===== config.mk =====
export PLATFORM = sky130hd
export DESIGN_NAME = txd_pulse_shaper
export DESIGN_NICKNAME = d
export VERILOG_FILES = /design/src/rtl/shaper_pkg.sv /design/src/rtl/shaper_ctrl.sv /design/src/rtl/shaper_dp.sv /design/src/rtl/txd_pulse_shaper.sv
export SDC_FILE = /design/constraint.sdc
export NUM_CORES = 1
export LEC_CHECK = 0
export BUFFER_PORTS_ARGS = -buffer_cell sky130_fd_sc_hd__buf_2
export CORE_ASPECT_RATIO = 2
export CORE_MARGIN = 2
export CORE_UTILIZATION = 42
export CTS_BUF_LIST = sky130_fd_sc_hd__clkbuf_4
export DETAILED_ROUTE_END_ITERATION = 10
export PLACE_DENSITY = 0.67
export REMOVE_ABC_BUFFERS = 1
export SLEW_MARGIN = 20
export SYNTH_ARGS = -nofsm -noshare
export SYNTH_HDL_FRONTEND = slang
export SYNTH_SLANG_ARGS = --single-unit

===== constraint.sdc =====
create_clock -name clk -period 5.2 [get_ports clk]
set_input_delay 1.3 -clock clk [delete_from_list [all_inputs] [get_ports clk]]
set_output_delay 1.3 -clock clk [all_outputs]
set_load 0.01 [all_outputs]

===== src/rtl/shaper_pkg.sv =====
package shaper_pkg;

  localparam int DIV_MAX = 160;
  localparam int DIV_W   = $clog2(DIV_MAX + 1);

  // strobes from control to datapath, valid for one clock
  typedef struct packed {
    logic sample;   // sample period boundary
    logic toggle;   // invert the conditioned output
    logic hold;     // output held against a differing input
  } shapeCtl_t;

  function automatic logic [DIV_W-1:0] divisorFor(input logic [2:0] code);
    case (code)
      3'b100:  return DIV_W'(80);
      3'b101:  return DIV_W'(40);
      3'b110:  return DIV_W'(20);
      3'b111:  return DIV_W'(15);
      default: return DIV_W'(DIV_MAX);
    endcase
  endfunction

endpackage


===== src/rtl/shaper_ctrl.sv =====
module shaper_ctrl
  import shaper_pkg::*;
#(
  parameter int MinRun     = 10,
  parameter int MaxStretch = 3
) (
  input  logic       clk,
  input  logic       rstN,
  input  logic [2:0] rateCode,
  input  logic       syncBit,
  input  logic       curBit,
  input  logic       heldNow,
  output shapeCtl_t  ctl
);

  localparam int RunW = $clog2(MinRun + 1);
  localparam int ShW  = $clog2(MaxStretch + 1);
  localparam logic [RunW-1:0] MinRunV     = RunW'(MinRun);
  localparam logic [ShW-1:0]  MaxStretchV = ShW'(MaxStretch);

  logic [DIV_W-1:0] divQ;
  logic [DIV_W-1:0] divCnt;
  logic             stbQ;
  logic [RunW-1:0]  runCnt;
  logic [ShW-1:0]   shortCnt;

  // rate is captured only while reset is held
  always_ff @(posedge clk) begin
    if (!rstN) divQ <= divisorFor(rateCode);
  end

  always_ff @(posedge clk or negedge rstN) begin
    if (!rstN) begin
      divCnt <= '0;
      stbQ   <= 1'b0;
    end else if (divCnt == divQ - 1'b1) begin
      divCnt <= '0;
      stbQ   <= 1'b1;
    end else begin
      divCnt <= divCnt + 1'b1;
      stbQ   <= 1'b0;
    end
  end

  logic differ, longEnough, passThru, toggleNow, holdNow;

  always_comb begin
    differ     = syncBit != curBit;
    longEnough = runCnt >= MinRunV;
    passThru   = shortCnt == MaxStretchV;
    toggleNow  = stbQ && differ && (longEnough || passThru);
    holdNow    = stbQ && differ && !toggleNow;
    ctl.sample = stbQ;
    ctl.toggle = toggleNow;
    ctl.hold   = holdNow;
  end

  always_ff @(posedge clk or negedge rstN) begin
    if (!rstN) begin
      runCnt   <= MinRunV;
      shortCnt <= '0;
    end else if (stbQ) begin
      if (toggleNow) begin
        runCnt <= RunW'(1);
        if (heldNow)         shortCnt <= shortCnt + 1'b1;
        else if (longEnough) shortCnt <= '0;
      end else if (!longEnough) begin
        runCnt <= runCnt + 1'b1;
      end
    end
  end

  // independent spacing monitor for the strobe
  logic [DIV_W:0] gapCnt;
  logic           seenStb;
  always_ff @(posedge clk or negedge rstN) begin
    if (!rstN) begin
      gapCnt  <= '0;
      seenStb <= 1'b0;
    end else if (stbQ) begin
      gapCnt  <= (DIV_W+1)'(1);
      seenStb <= 1'b1;
    end else if (gapCnt != '1) begin
      gapCnt <= gapCnt + 1'b1;
    end
  end

  AST_STROBE_SPACING: assert property (@(posedge clk) disable iff (!rstN)
    (stbQ && seenStb) |-> (gapCnt == {1'b0, divQ}));
  AST_STROBE_SINGLE: assert property (@(posedge clk) disable iff (!rstN)
    stbQ |=> !stbQ);
  AST_STRETCH_LIMIT: assert property (@(posedge clk) disable iff (!rstN)
    $rose(heldNow) |-> (shortCnt < MaxStretchV));

endmodule


===== src/rtl/shaper_dp.sv =====
module shaper_dp
  import shaper_pkg::*;
#(
  parameter int SyncStages = 2
) (
  input  logic      clk,
  input  logic      rstN,
  input  logic      txdRaw,
  input  shapeCtl_t ctl,
  output logic      syncBit,
  output logic      shapedBit,
  output logic      stretchFlag
);

  logic [SyncStages-1:0] syncQ;

  for (genvar g = 0; g < SyncStages; g++) begin : g_sync
    if (g == 0) begin : g_first
      always_ff @(posedge clk or negedge rstN) begin
        if (!rstN) syncQ[0] <= 1'b1;
        else       syncQ[0] <= txdRaw;
      end
    end else begin : g_next
      always_ff @(posedge clk or negedge rstN) begin
        if (!rstN) syncQ[g] <= 1'b1;
        else       syncQ[g] <= syncQ[g-1];
      end
    end
  end

  assign syncBit = syncQ[SyncStages-1];

  always_ff @(posedge clk or negedge rstN) begin
    if (!rstN) begin
      shapedBit   <= 1'b1;
      stretchFlag <= 1'b0;
    end else if (ctl.sample) begin
      if (ctl.toggle) shapedBit <= ~shapedBit;
      stretchFlag <= ctl.hold;
    end
  end

  AST_OUT_ON_STROBE: assert property (@(posedge clk) disable iff (!rstN)
    !$past(ctl.sample) |-> (shapedBit == $past(shapedBit)));
  AST_FLAG_CLEARS: assert property (@(posedge clk) disable iff (!rstN)
    (shapedBit != $past(shapedBit)) |-> !stretchFlag);

endmodule


===== src/rtl/txd_pulse_shaper.sv =====
module txd_pulse_shaper
  import shaper_pkg::*;
#(
  parameter int MinRun     = 10,
  parameter int MaxStretch = 3,
  parameter int SyncStages = 2
) (
  input  logic       clk,
  input  logic       rstN,
  input  logic [2:0] rateCode,
  input  logic       txdRaw,
  output logic       sampleStb,
  output logic       shapedBit,
  output logic       stretchFlag
);

  shapeCtl_t ctl;
  logic      syncBit;

  shaper_ctrl #(.MinRun(MinRun), .MaxStretch(MaxStretch)) ctrl_i (
    .clk(clk), .rstN(rstN), .rateCode(rateCode), .syncBit(syncBit),
    .curBit(shapedBit), .heldNow(stretchFlag), .ctl(ctl)
  );

  shaper_dp #(.SyncStages(SyncStages)) dp_i (
    .clk(clk), .rstN(rstN), .txdRaw(txdRaw), .ctl(ctl),
    .syncBit(syncBit), .shapedBit(shapedBit), .stretchFlag(stretchFlag)
  );

  assign sampleStb = ctl.sample;

endmodule


## Word-level counts from Yosys, hierarchy flattened

Cells that the tools add are included.

| word-level totals | value |
|---|---|
| register bits after elaboration | 27 |
| logic and storage cells | 39 |

| operators by class | value |
|---|---|
| add/subtract/negate cells | 4 |
| bitwise operators | 1 |
| reduce and logical (&&, ||, !) cells | 9 |
| magnitude comparators | 1 |
| equality and inequality tests | 8 |
| mux-type cells | 7 |

Operators with widths:

| operator | number |
|---|---|
| $pmux W8 S4 | 1 |
| $eq A3 B3 Y1 const B | 4 |
| $add A8 B1 Y8 const B | 1 |
| $eq A8 B8 Y1 | 1 |
| $mux W4 | 2 |
| $mux W8 | 1 |
| $sub A8 B1 Y8 const B | 1 |
| $add A4 B1 Y4 const B | 1 |
| $ge A4 B4 Y1 const B | 1 |
| $mux W2 | 2 |
| $reduce_and A2 Y1 | 2 |
| $logic_and A1 B1 Y1 | 3 |
| $reduce_and A3 Y1 | 1 |
| $add A2 B1 Y2 const B | 1 |
| $eq A2 B2 Y1 const B | 1 |
| $ne A2 B2 Y1 const B | 1 |
| $reduce_bool A2 Y1 | 1 |
| $logic_not A1 Y1 | 1 |
| $logic_or A1 B1 Y1 | 1 |
| $mux W1 | 1 |
| $ne A1 B1 Y1 | 1 |
| $not A1 Y1 | 1 |

## Logic depth before layout (Yosys ltp)

Gate-level depths: netlist (run 1).

| depth | value |
|---|---|
| depth after elaboration | 5 |
| depth in mapped cells | 6 |

## Modules after synthesis

A second synthesis (run 1) with hierarchy kept.

| unflattened totals | value |
|---|---|
| cell total of the unflattened synthesis | 127 |
| area total of the unflattened synthesis | 1356.3 µm² |

Modules (own cells, without submodules):

| module | instances | sequential area each (µm²) | cells an instance | area each (µm²) |
|---|---|---|---|---|
| shaper_ctrl | 1 | 588.1 | 120 | 1224.9 |
| shaper_dp | 1 | 103.8 | 7 | 131.4 |

## Least setup slack after synthesis (run 1)

Ideal clock, no wire load.

| timing | value |
|---|---|
| path kind | flip-flop to flip-flop |
| from | reg ctrl_i.divQ[1] |
| to | reg ctrl_i.divCnt[1] |
| buffers on the path | 0 |
| slack | 3.319 ns |
| cell stages (with the launch flop) | 7 |
| arrival time | 1.721 ns |
| clock period less this slack | 1.881 ns |
| path through | edfxtp_1 inv_1 ha_1 nor4b_1 xnor2_1 nor4_2 a21boi_0 |

| between the ends | value |
|---|---|
| cells in the longest elaborated chain, start to end | 3 |

Ends and longest elaborated chain:

| what | line | text |
|---|---|---|
| start: declaration | shaper_ctrl.sv:21 | `logic [DIV_W-1:0] divQ;` |
| start signal: assignment | shaper_ctrl.sv:29 | `if (!rstN) divQ <= divisorFor(rateCode);` |
| $sub A8 B1 Y8 | shaper_ctrl.sv:36 | `end else if (divCnt == divQ - 1'b1) begin` |
| $eq A8 B8 Y1 | shaper_ctrl.sv:36 |  |
| $mux W8 | shaper_ctrl.sv:36 |  |
| end signal: assignment | shaper_ctrl.sv:40 | `divCnt <= divCnt + 1'b1;` |
| end: declaration | shaper_ctrl.sv:22 | `logic [DIV_W-1:0] divCnt;` |

Every way passes these cells.
A chain may end at the register's enable or synchronous reset.

## Worst setup path in the final report (run 1)

| timing | value |
|---|---|
| from | reg dp_i.shapedBit |
| to | out shapedBit |

RTL lines:

| what | line | text |
|---|---|---|
| start: declaration | shaper_dp.sv:11 | `output logic shapedBit,` |
| start signal: assignment | shaper_dp.sv:38 | `if (ctl.toggle) shapedBit <= ~shapedBit;` |
| end: declaration | txd_pulse_shaper.sv:13 | `output logic shapedBit,` |

No word-level cell between the ends.

==> results of run 1 <==
==> cell usage after synthesis <==
library cell | n | area (sq um)
a2bb2oi_2 | 1 | 15.0
nor4b_1 | 1 | 8.76
a21o_1 | 3 | 22.5
a31oi_1 | 1 | 6.26
xor2_1 | 11 | 96.3
a21oi_1 | 7 | 35.0
dfstp_2 | 5 | 131
a2bb2oi_1 | 1 | 8.76
and4_1 | 1 | 8.76
and2_1 | 3 | 18.8
o211a_1 | 1 | 10.0
or3_4 | 1 | 11.3
nor3_1 | 2 | 10.0
inv_1 | 7 | 26.3
a21boi_0 | 1 | 7.51
o31a_1 | 1 | 8.76
nand2_1 | 8 | 30.0
a211o_1 | 1 | 8.76
a32o_1 | 2 | 20.0
nand3_1 | 6 | 30.0
o21ai_0 | 3 | 15.0
nor4_2 | 1 | 12.5
dfrtp_1 | 14 | 350
xnor2_1 | 8 | 70.1
or4_4 | 1 | 11.3
and3_1 | 3 | 18.8
nor4_1 | 1 | 6.26
a41oi_1 | 1 | 8.76
o31ai_1 | 2 | 15.0
edfxtp_1 | 7 | 210
ha_1 | 5 | 62.6
nor2_1 | 5 | 18.8
==> final cells by class <==
type | count | area [sq um] | share of cell area (%)
Tap cell | 30 | 37.5 | 2.65
Inverter | 7 | 26.3 | 1.85
Sequential cell | 26 | 692 | 48.8
Multi-Input combinational cell | 82 | 596 | 42.0
Timing Repair Buffer | 8 | 40.0 | 2.82
Clock inverter | 1 | 3.75 | 0.265
Clock buffer | 3 | 22.5 | 1.59
==> final timing paths <==
check | from | end | slack, ps | depth (start not counted)
worst min register to register | dp_i.syncQ[0] | dp_i.syncBit | 360 | 0
worst max register to register | ctrl_i.divQ[1] | ctrl_i.divCnt[1] | 2930 | 6
min in group asynchronous | rstN | ctrl_i.stbQ | 900 | 1
worst min-delay path | dp_i.syncQ[0] | dp_i.syncBit | 360 | 0
max in group asynchronous | rstN | dp_i.syncQ[0] | 3960 | 1
worst max-delay path | dp_i.shapedBit | shapedBit | 2860 | 1
==> state kept, by name, indices dropped and copies added (netlist names) <==
name              cells
ctrl_i.runCnt         4
dp_i.syncQ            1
ctrl_i.stbQ           1
ctrl_i.shortCnt       2
dp_i.stretchFlag      1
dp_i.shapedBit        1
dp_i.syncBit          1
ctrl_i.divCnt         8
ctrl_i.divQ           7
==> routing by layer <==
metal / vias to the layer above / GRT usage (%) / wire, um
li1: 439 / - / -
met5: - / 0 / 0
met4: 0 / 6.61 / 59
met3: 4 / 2.17 / 64
met2: 20 / 27.9 / 1480
met1: 427 / 13.1 / 796
==> layout by cell type (no fill, tap or decap), drive strengths merged, types with 2 or more instances in the layout <==
cell,count
inv,7
dfrtp,14
clkbuf,3
xnor2,8
nand2,8
nor3,2
xor2,11
and2,3
o21ai,3
nor4,2
buf,8
o31ai,2
and3,3
a32o,2
nor2,5
a2bb2oi,2
a21oi,7
a21o,3
ha,5
nand3,6
dfstp,5
edfxtp,7
==> cells by family (layout without fill, tap and decap cells) <==
kind of cell,Yosys count,in the layout,synth area share (%)
AND/OR/NAND/NOR,33,33,14.1
flip-flops,26,26,52.7
AO/OA/AOI/OAI,25,25,13.8
XOR/XNOR,19,19,12.7
buffers and inverters,7,19,2.00
adder cells (fa/ha/maj),5,5,4.76
==> stage by stage <==
stage	area, sq um	power, mW	cells	util [%]	hold WS [ps]
2_1_floorplan	1310	0.419	115	-	345
3_3_place_gp	1390	0.454	153	46.7	348
3_5_place_dp	1390	0.465	153	46.7	347
4_1_cts	1420	0.551	157	47.6	366
5_1_grt	1420	0.580	157	47.6	367
6_report	1420	0.544	157	47.6	364
==> power groups by stage <==
stage / Combinational, mW / Clock (mW) / Sequential, mW
after detailed placement: 0.157 / 0 / 0.308
after global routing: 0.175 / 0.0962 / 0.309
after floorplan: 0.127 / 0 / 0.292
after global placement: 0.148 / 0 / 0.306
after CTS: 0.158 / 0.0899 / 0.304
final: 0.155 / 0.0842 / 0.305
==> results.cfg, run 1 <==
[run_status]
outcome = finished, final reports clean

[setup_path]
crit_path_start_kind = flip-flop
critPathMaxFanout = 4
path_cells = buf_2
cp_slowest_cell = dfstp_2
worstSetupPathType = reg2out
crit_required_ps = 3900
end_kind = output port
cp_top_family = flip-flops
cp.arrival_ps = 1040
critPathMaxStageDelay_ps = 590
critPathBufInv = 1

[global_routing]
grt_pass1_vias = 895
grt_util_all_layers_pct = 14.4
antenna_found_initial = 0
grt_max_degree = 21
grt_pass1_wl_um = 3920
grt.overflow.total = 0

[clock_tree]
htree_levels = 1
clock_path_buffers = 2
ctsResizeCount = 0
path_clk_slew_ps = 130
cts_tree = yes
cts_sinks = 26
cts_setup_buffers = 0
holdBufCountCts = 0
numCtsBuffers = 3
clkLatencyLatePin_ps = 310
root_buffer = clkbuf_4

[synthesis]
synth-seq-area-share_pct = 52.7
syn_inst = 115
ys_types = 32
syn_area_per_cell_sq_um = 11.4
ys_ff_latch = 26
synth_warnings = 0
syn-cell-area_sq_um = 1310

[sta]
clock_skew_ps = 6.90
setup_violations = 0
relSlewSlack_pct = 48.3
worst_slew_pin_slew_ps = 769
rsz0062_at_grt = false
max_freq_ghz = 0.428
worst_slack_ps = 2860
fin_crit_sh_pct = 44.9
finalCriticalPeriod_ps = 2340
tns_ps = 0
drv_slew = 0
finalHoldViolCount = 0

[route]
ant_nets = 0
routedWlPerCell_um = 15.3
wl_um = 2400
drt_pre_antenna_iters = 6
drc_errors = 0
vias_per_cell = 5.67
drt_iter0_markers = 15
vias = 890

[floorplanning]
io_pins = 9
die_height_um = 83.1
coreArea_sq_um = 2980
die-area_sq_um = 3620
die_w_um = 43.5
initial_core_util_pct = 44.1
row_count = 28

[place]
post-dp-hpwl_um = 1920
place_ws_ps = 2940
gp_congestion = 0.782
port_buffers = 8

[run]
maxCapViolCount = 0

[power]
p_int_mw = 0.356
ir_worst_vdd_mv = 0.149
pwr-share-comb_pct = 28.4
clkPwrFrac_pct = 15.5
p_seq_share_pct = 56.1
power_density_nw_per_um2 = 384
swShare_pct = 34.6
netSwitchingPower_mw = 0.188
p_leak_nw = 0.634

[cells_and_area]
area_delta_synth_final_pct = 7.90
nets = 139
fillCellCount = 279
drive_gt1_share_pct = 15.7
diodes = 0

[worst_hold_path]
hold_class = reg2reg
Power figures use the tool's default switching activity.
==> inputs of run 2 (changes only) <==
==> constraint.sdc (replaced) <==
create_clock -name clk -period 2.4 [get_ports clk]
set_input_delay 0.6 -clock clk [delete_from_list [all_inputs] [get_ports clk]]
set_output_delay 0.6 -clock clk [all_outputs]
set_load 0.01 [all_outputs]
==> run 2 against run 1 <==
  * Register-to-register slack lost 2600 ps
  * Non-clock buffer count grew 2
  * Design area grew 1.1%
  * Final cell count grew 1.3%
  * Sequential share of layout area shrank 0.51 points
  * Sequential power grew 120%
  * First-iteration DRC count grew 53%
  * Power grew 120%
  * Utilization grew 0.50 points
  * Combinational power grew 130%
  * Clock-buffer cell count is the same
  * Wire length grew 3.8%
==> results.cfg, run 2 (synthesis results as in run 1) <==
[place]
port_buffers = 8
placed_area_sq_um = 1410
gp_congestion = 0.847
place_ws_ps = 419
post-dp-hpwl_um = 1970

[cells_and_area]
area_delta_synth_final_pct = 9.05
diodes = 0
top_regs = ctrl_i.divCnt x8, ctrl_i.divQ x7, ctrl_i.runCnt x4
drive_gt1_share_pct = 17.1
nets = 141
layout_common_cells = 14 x dfrtp_1, 11 x xor2_1, 8 x xnor2_1, 8 x nand2_1, 8 x buf_2
final_common_cell = dfrtp_1
top_register = ctrl_i.divCnt
largest_register_ffs = 8
fillCellCount = 287
fin_area_sq_um = 1430

[sta]
worst_slack_ps = 378
hold_ws_ps = 233
finalHoldViolCount = 0
max_freq_ghz = 0.495
tns_ps = 0
clock_skew_ps = 6.03
rsz0062_at_grt = false
fin_crit_sh_pct = 84.2
finalCriticalPeriod_ps = 2020
setup_violations = 0
drv_slew = 0
relSlewSlack_pct = 72.3
worst_slew_pin_slew_ps = 415

[power]
ir_worst_vdd_mv = 0.459
clkPwrFrac_pct = 15.9
p_int_mw = 0.775
netSwitchingPower_mw = 0.430
p_seq_share_pct = 55.2
power_density_nw_per_um2 = 841
total_power_mw = 1.20
pwr-share-comb_pct = 29.0
p_leak_nw = 0.645
swShare_pct = 35.7

[global_routing]
grt_max_degree = 20
antenna_found_initial = 0
grt_pass1_vias = 964
grt_util_all_layers_pct = 14.8
grt.overflow.total = 0
grt_pass1_wl_um = 4060

[clock_tree]
cts_sinks = 26
cts_setup_buffers = 0
numCtsBuffers = 3
clock_path_buffers = 2
root_buffer = clkbuf_4
htree_levels = 1
clkLatencyLatePin_ps = 330
ctsResizeCount = 0
path_clk_slew_ps = 140
cts_tree = yes
holdBufCountCts = 0

[route]
drt_iter0_markers = 23
drc_errors = 0
routedWlPerCell_um = 15.7
wl_um = 2490
vias_per_cell = 5.89
drt_pre_antenna_iters = 4
ant_nets = 0
vias = 937

[setup_path]
r2r_setup_slack_ps = 380
crit_required_ps = 2610
cp.arrival_ps = 2230
path_cells = or3_4, or4_4, a2bb2oi_2, a21boi_0
cp_top_family = simple AND/OR/NAND/NOR gates
worstSetupPathType = reg2reg
critPathMaxFanout = 9
end_kind = flip-flop
critPathMaxStageDelay_ps = 480
crit_path_start_kind = flip-flop
critPathLaunch = ctrl_i.divQ[1]
critPathBufInv = 0
cp_slowest_cell = or4_4
rr_startpoint = ctrl_i.divQ[1]

[floorplanning]
io_pins = 9
die-area_sq_um = 3620
die_w_um = 43.5
initial_core_util_pct = 44.1
row_count = 28
die_height_um = 83.1
coreArea_sq_um = 2980

[run]
maxCapViolCount = 0

[run_status]
outcome = finished, final reports clean

[worst_hold_path]
hold_class = in2async
[run 2: stage by stage]
step | util, % | std cells
finish | 48.1 | 159
CTS | 48.1 | 159
detailed placement | 47.2 | 155
floorplan | - | 115
global placement | 47.2 | 155
global route | 48.1 | 159
[run 2: cell type report]
class	instances	area (sq um)	area share, %
Clock buffer	3	22.5	1.57
Clock inverter	1	3.75	0.262
Inverter	7	26.3	1.83
Multi-Input combinational cell	82	596	41.6
Sequential cell	26	692	48.3
Tap cell	30	37.5	2.62
Timing Repair Buffer	10	55.1	3.84
[run 2: routing by layer]
layer / part of all wire (%) / wire, um / up-vias / track usage, %
met4: 3.5 / 87 / 0 / 8.54
met5: 0 / 0 / - / 0
li1: - / - / 442 / -
met2: 59 / 1480 / 33 / 29.0
met1: 34 / 858 / 450 / 12.9
met3: 2.8 / 69 / 12 / 1.30
[run 2: worst paths after layout]
check,end,cells after the start
min in group clk,dp_i.syncQ[0],1
max in group asynchronous,dp_i.syncQ[0],2
setup reg to reg,ctrl_i.divCnt[1],4
hold reg to reg,dp_i.syncBit,0
hold / removal,ctrl_i.divCnt[1],2
setup / recovery,ctrl_i.divCnt[1],4
[run 2: power by group through the flow]
stage / Clock (mW) / Combinational (mW) / Sequential (mW)
after global routing: 0.207 / 0.402 / 0.670
after global placement: 0 / 0.322 / 0.666
after floorplan: 0 / 0.275 / 0.633
after CTS: 0.193 / 0.350 / 0.660
after detailed placement: 0 / 0.349 / 0.668
final: 0.191 / 0.349 / 0.665
==> inputs of run 3 (changes only) <==
==> constraint.sdc (replaced) <==
create_clock -name clk -period 2 [get_ports clk]
set_input_delay 0.5 -clock clk [delete_from_list [all_inputs] [get_ports clk]]
set_output_delay 0.5 -clock clk [all_outputs]
set_load 0.01 [all_outputs]
==> run 3 against run 2 <==
  * Sequential cell count stayed put
  * Via count fell by 1.6%
  * Global-route usage rose by 1.2 points
  * Worst setup slack got worse by 270 ps
  * Hold slack lost 120 ps
  * Design area up 1.7%
==> results.cfg, run 3 (synthesis results as in run 1) <==
[sta]
max_freq_ghz = 0.528
drv_slew = 0
rsz0062_at_grt = false
tns_ps = 0
finalHoldViolCount = 0
worst_slew_pin_slew_ps = 424
finalCriticalPeriod_ps = 1890
hold_ws_ps = 111
fin_crit_sh_pct = 94.7
setup_violations = 0
worst_slack_ps = 106
relSlewSlack_pct = 71.6
clock_skew_ps = 15.9

[power]
p_seq_share_pct = 53.9
p_int_mw = 0.943
power_density_nw_per_um2 = 1000
total_power_mw = 1.46
p_leak_nw = 0.653
clkPwrFrac_pct = 15.6
ir_worst_vdd_mv = 0.628
netSwitchingPower_mw = 0.518
swShare_pct = 35.5
pwr-share-comb_pct = 30.4

[clock_tree]
cts_tree = yes
clock_path_buffers = 2
numCtsBuffers = 3
path_clk_slew_ps = 140
clkLatencyLatePin_ps = 340
ctsResizeCount = 0
holdBufCountCts = 0
root_buffer = clkbuf_4
cts_setup_buffers = 0
cts_sinks = 26
htree_levels = 1

[cells_and_area]
top_regs = ctrl_i.divCnt x8, ctrl_i.divQ x7, ctrl_i.runCnt x4
final_common_cell = dfrtp_1
fin_area_sq_um = 1460
diodes = 0
top_register = ctrl_i.divCnt
largest_register_ffs = 8
layout_common_cells = 14 x dfrtp_1, 11 x xor2_1, 8 x xnor2_1, 8 x nand2_1, 8 x buf_2
drive_gt1_share_pct = 18.5
nets = 142
seq_area_sq_um = 692
multi_input_area_sq_um = 613
area_delta_synth_final_pct = 11.0
fillCellCount = 271

[floorplanning]
row_count = 28
die-area_sq_um = 3620
io_pins = 9
initial_core_util_pct = 44.1
die_w_um = 43.5
coreArea_sq_um = 2980
die_height_um = 83.1

[place]
placed_area_sq_um = 1410
post-dp-hpwl_um = 2000
place_ws_ps = 31.9
port_buffers = 8
gp_congestion = 0.811

[setup_path]
ff2ff_path_depth = 4
worstSetupPathType = reg2reg
crit_required_ps = 2220
end_kind = flip-flop
path_cells = or3_4, or4_4, a2bb2oi_4, a21oi_1
rr_startpoint = ctrl_i.divQ[1]
cp_slowest_cell = or4_4
r2r_setup_slack_ps = 110
r2r-end = ctrl_i.divCnt[5]
critPathMaxFanout = 9
crit_path_start_kind = flip-flop
critPathMaxStageDelay_ps = 500
cp.arrival_ps = 2110

[global_routing]
grt_max_degree = 20
grt.overflow.total = 0
grt_pass1_wl_um = 4320
grt_util_all_layers_pct = 15.9
antenna_found_initial = 0
grt_pass1_vias = 988

[run]
maxCapViolCount = 0

[route]
drc_errors = 0
routedWlPerCell_um = 15.5
vias = 922
drt_pre_antenna_iters = 4
vias_per_cell = 5.76
wl_um = 2480
ant_nets = 0
drt_iter0_markers = 28

[worst_hold_path]
hold_class = in2async

[run_status]
outcome = finished, final reports clean
==> run 3: worst max-delay path, delay by kind of cell, from the launching register on <==
family          cells  cell delay (ps)
compound gates      2              360
flops               1              480
simple gates        2              930
==> run 3: power by group through the flow <==
| stage | logic, mW | clock network, mW | registers, mW |
|---|---|---|---|
| floorplan | 0.330 | 0 | 0.760 |
| global placement | 0.402 | 0 | 0.790 |
| detailed placement | 0.426 | 0 | 0.793 |
| CTS | 0.426 | 0.234 | 0.786 |
| global route | 0.497 | 0.248 | 0.807 |
| finish | 0.445 | 0.228 | 0.788 |
==> run 3: cell type report <==
| class | instances | share of cell area (%) |
|---|---|---|
| Sequential cell | 26 | 47.5 |
| Multi-Input combinational cell | 82 | 42.1 |
| Timing Repair Buffer | 11 | 4.29 |
| Tap cell | 30 | 2.58 |
| Inverter | 7 | 1.80 |
| Clock buffer | 3 | 1.55 |
| Clock inverter | 1 | 0.258 |
==> run 3: how the worst max path moves through the flow <==
stage / slack, ps / from / cells after the start / end
detailed placement: 30 / ctrl_i.divQ[1] / 4 / ctrl_i.divCnt[1]
floorplan: 120 / ctrl_i.divQ[1] / 6 / ctrl_i.divCnt[1]
global placement: 80 / ctrl_i.divQ[1] / 4 / ctrl_i.divCnt[1]
global route: 20 / ctrl_i.divQ[1] / 4 / ctrl_i.divCnt[1]
finish: 110 / ctrl_i.divQ[1] / 4 / ctrl_i.divCnt[5]
CTS: 6 / ctrl_i.divQ[1] / 4 / ctrl_i.divCnt[5]
==> run 3: layer usage <==
metal | track usage [%] | up-vias | wire (um)
li1 | - | 443 | -
met1 | 14.8 | 452 | 794
met2 | 30.1 | 20 | 1540
met3 | 2.83 | 7 | 66
met4 | 8.26 | 0 | 78
met5 | 0 | - | 0
==> run 3: stage by stage <==
| stage | instances | util (%) |
|---|---|---|
| 3_3_place_gp | 156 | 47.5 |
| 5_1_grt | 160 | 48.9 |
| 2_1_floorplan | 115 | - |
| 3_5_place_dp | 156 | 47.5 |
| 4_1_cts | 160 | 48.4 |
| 6_report | 160 | 48.9 |
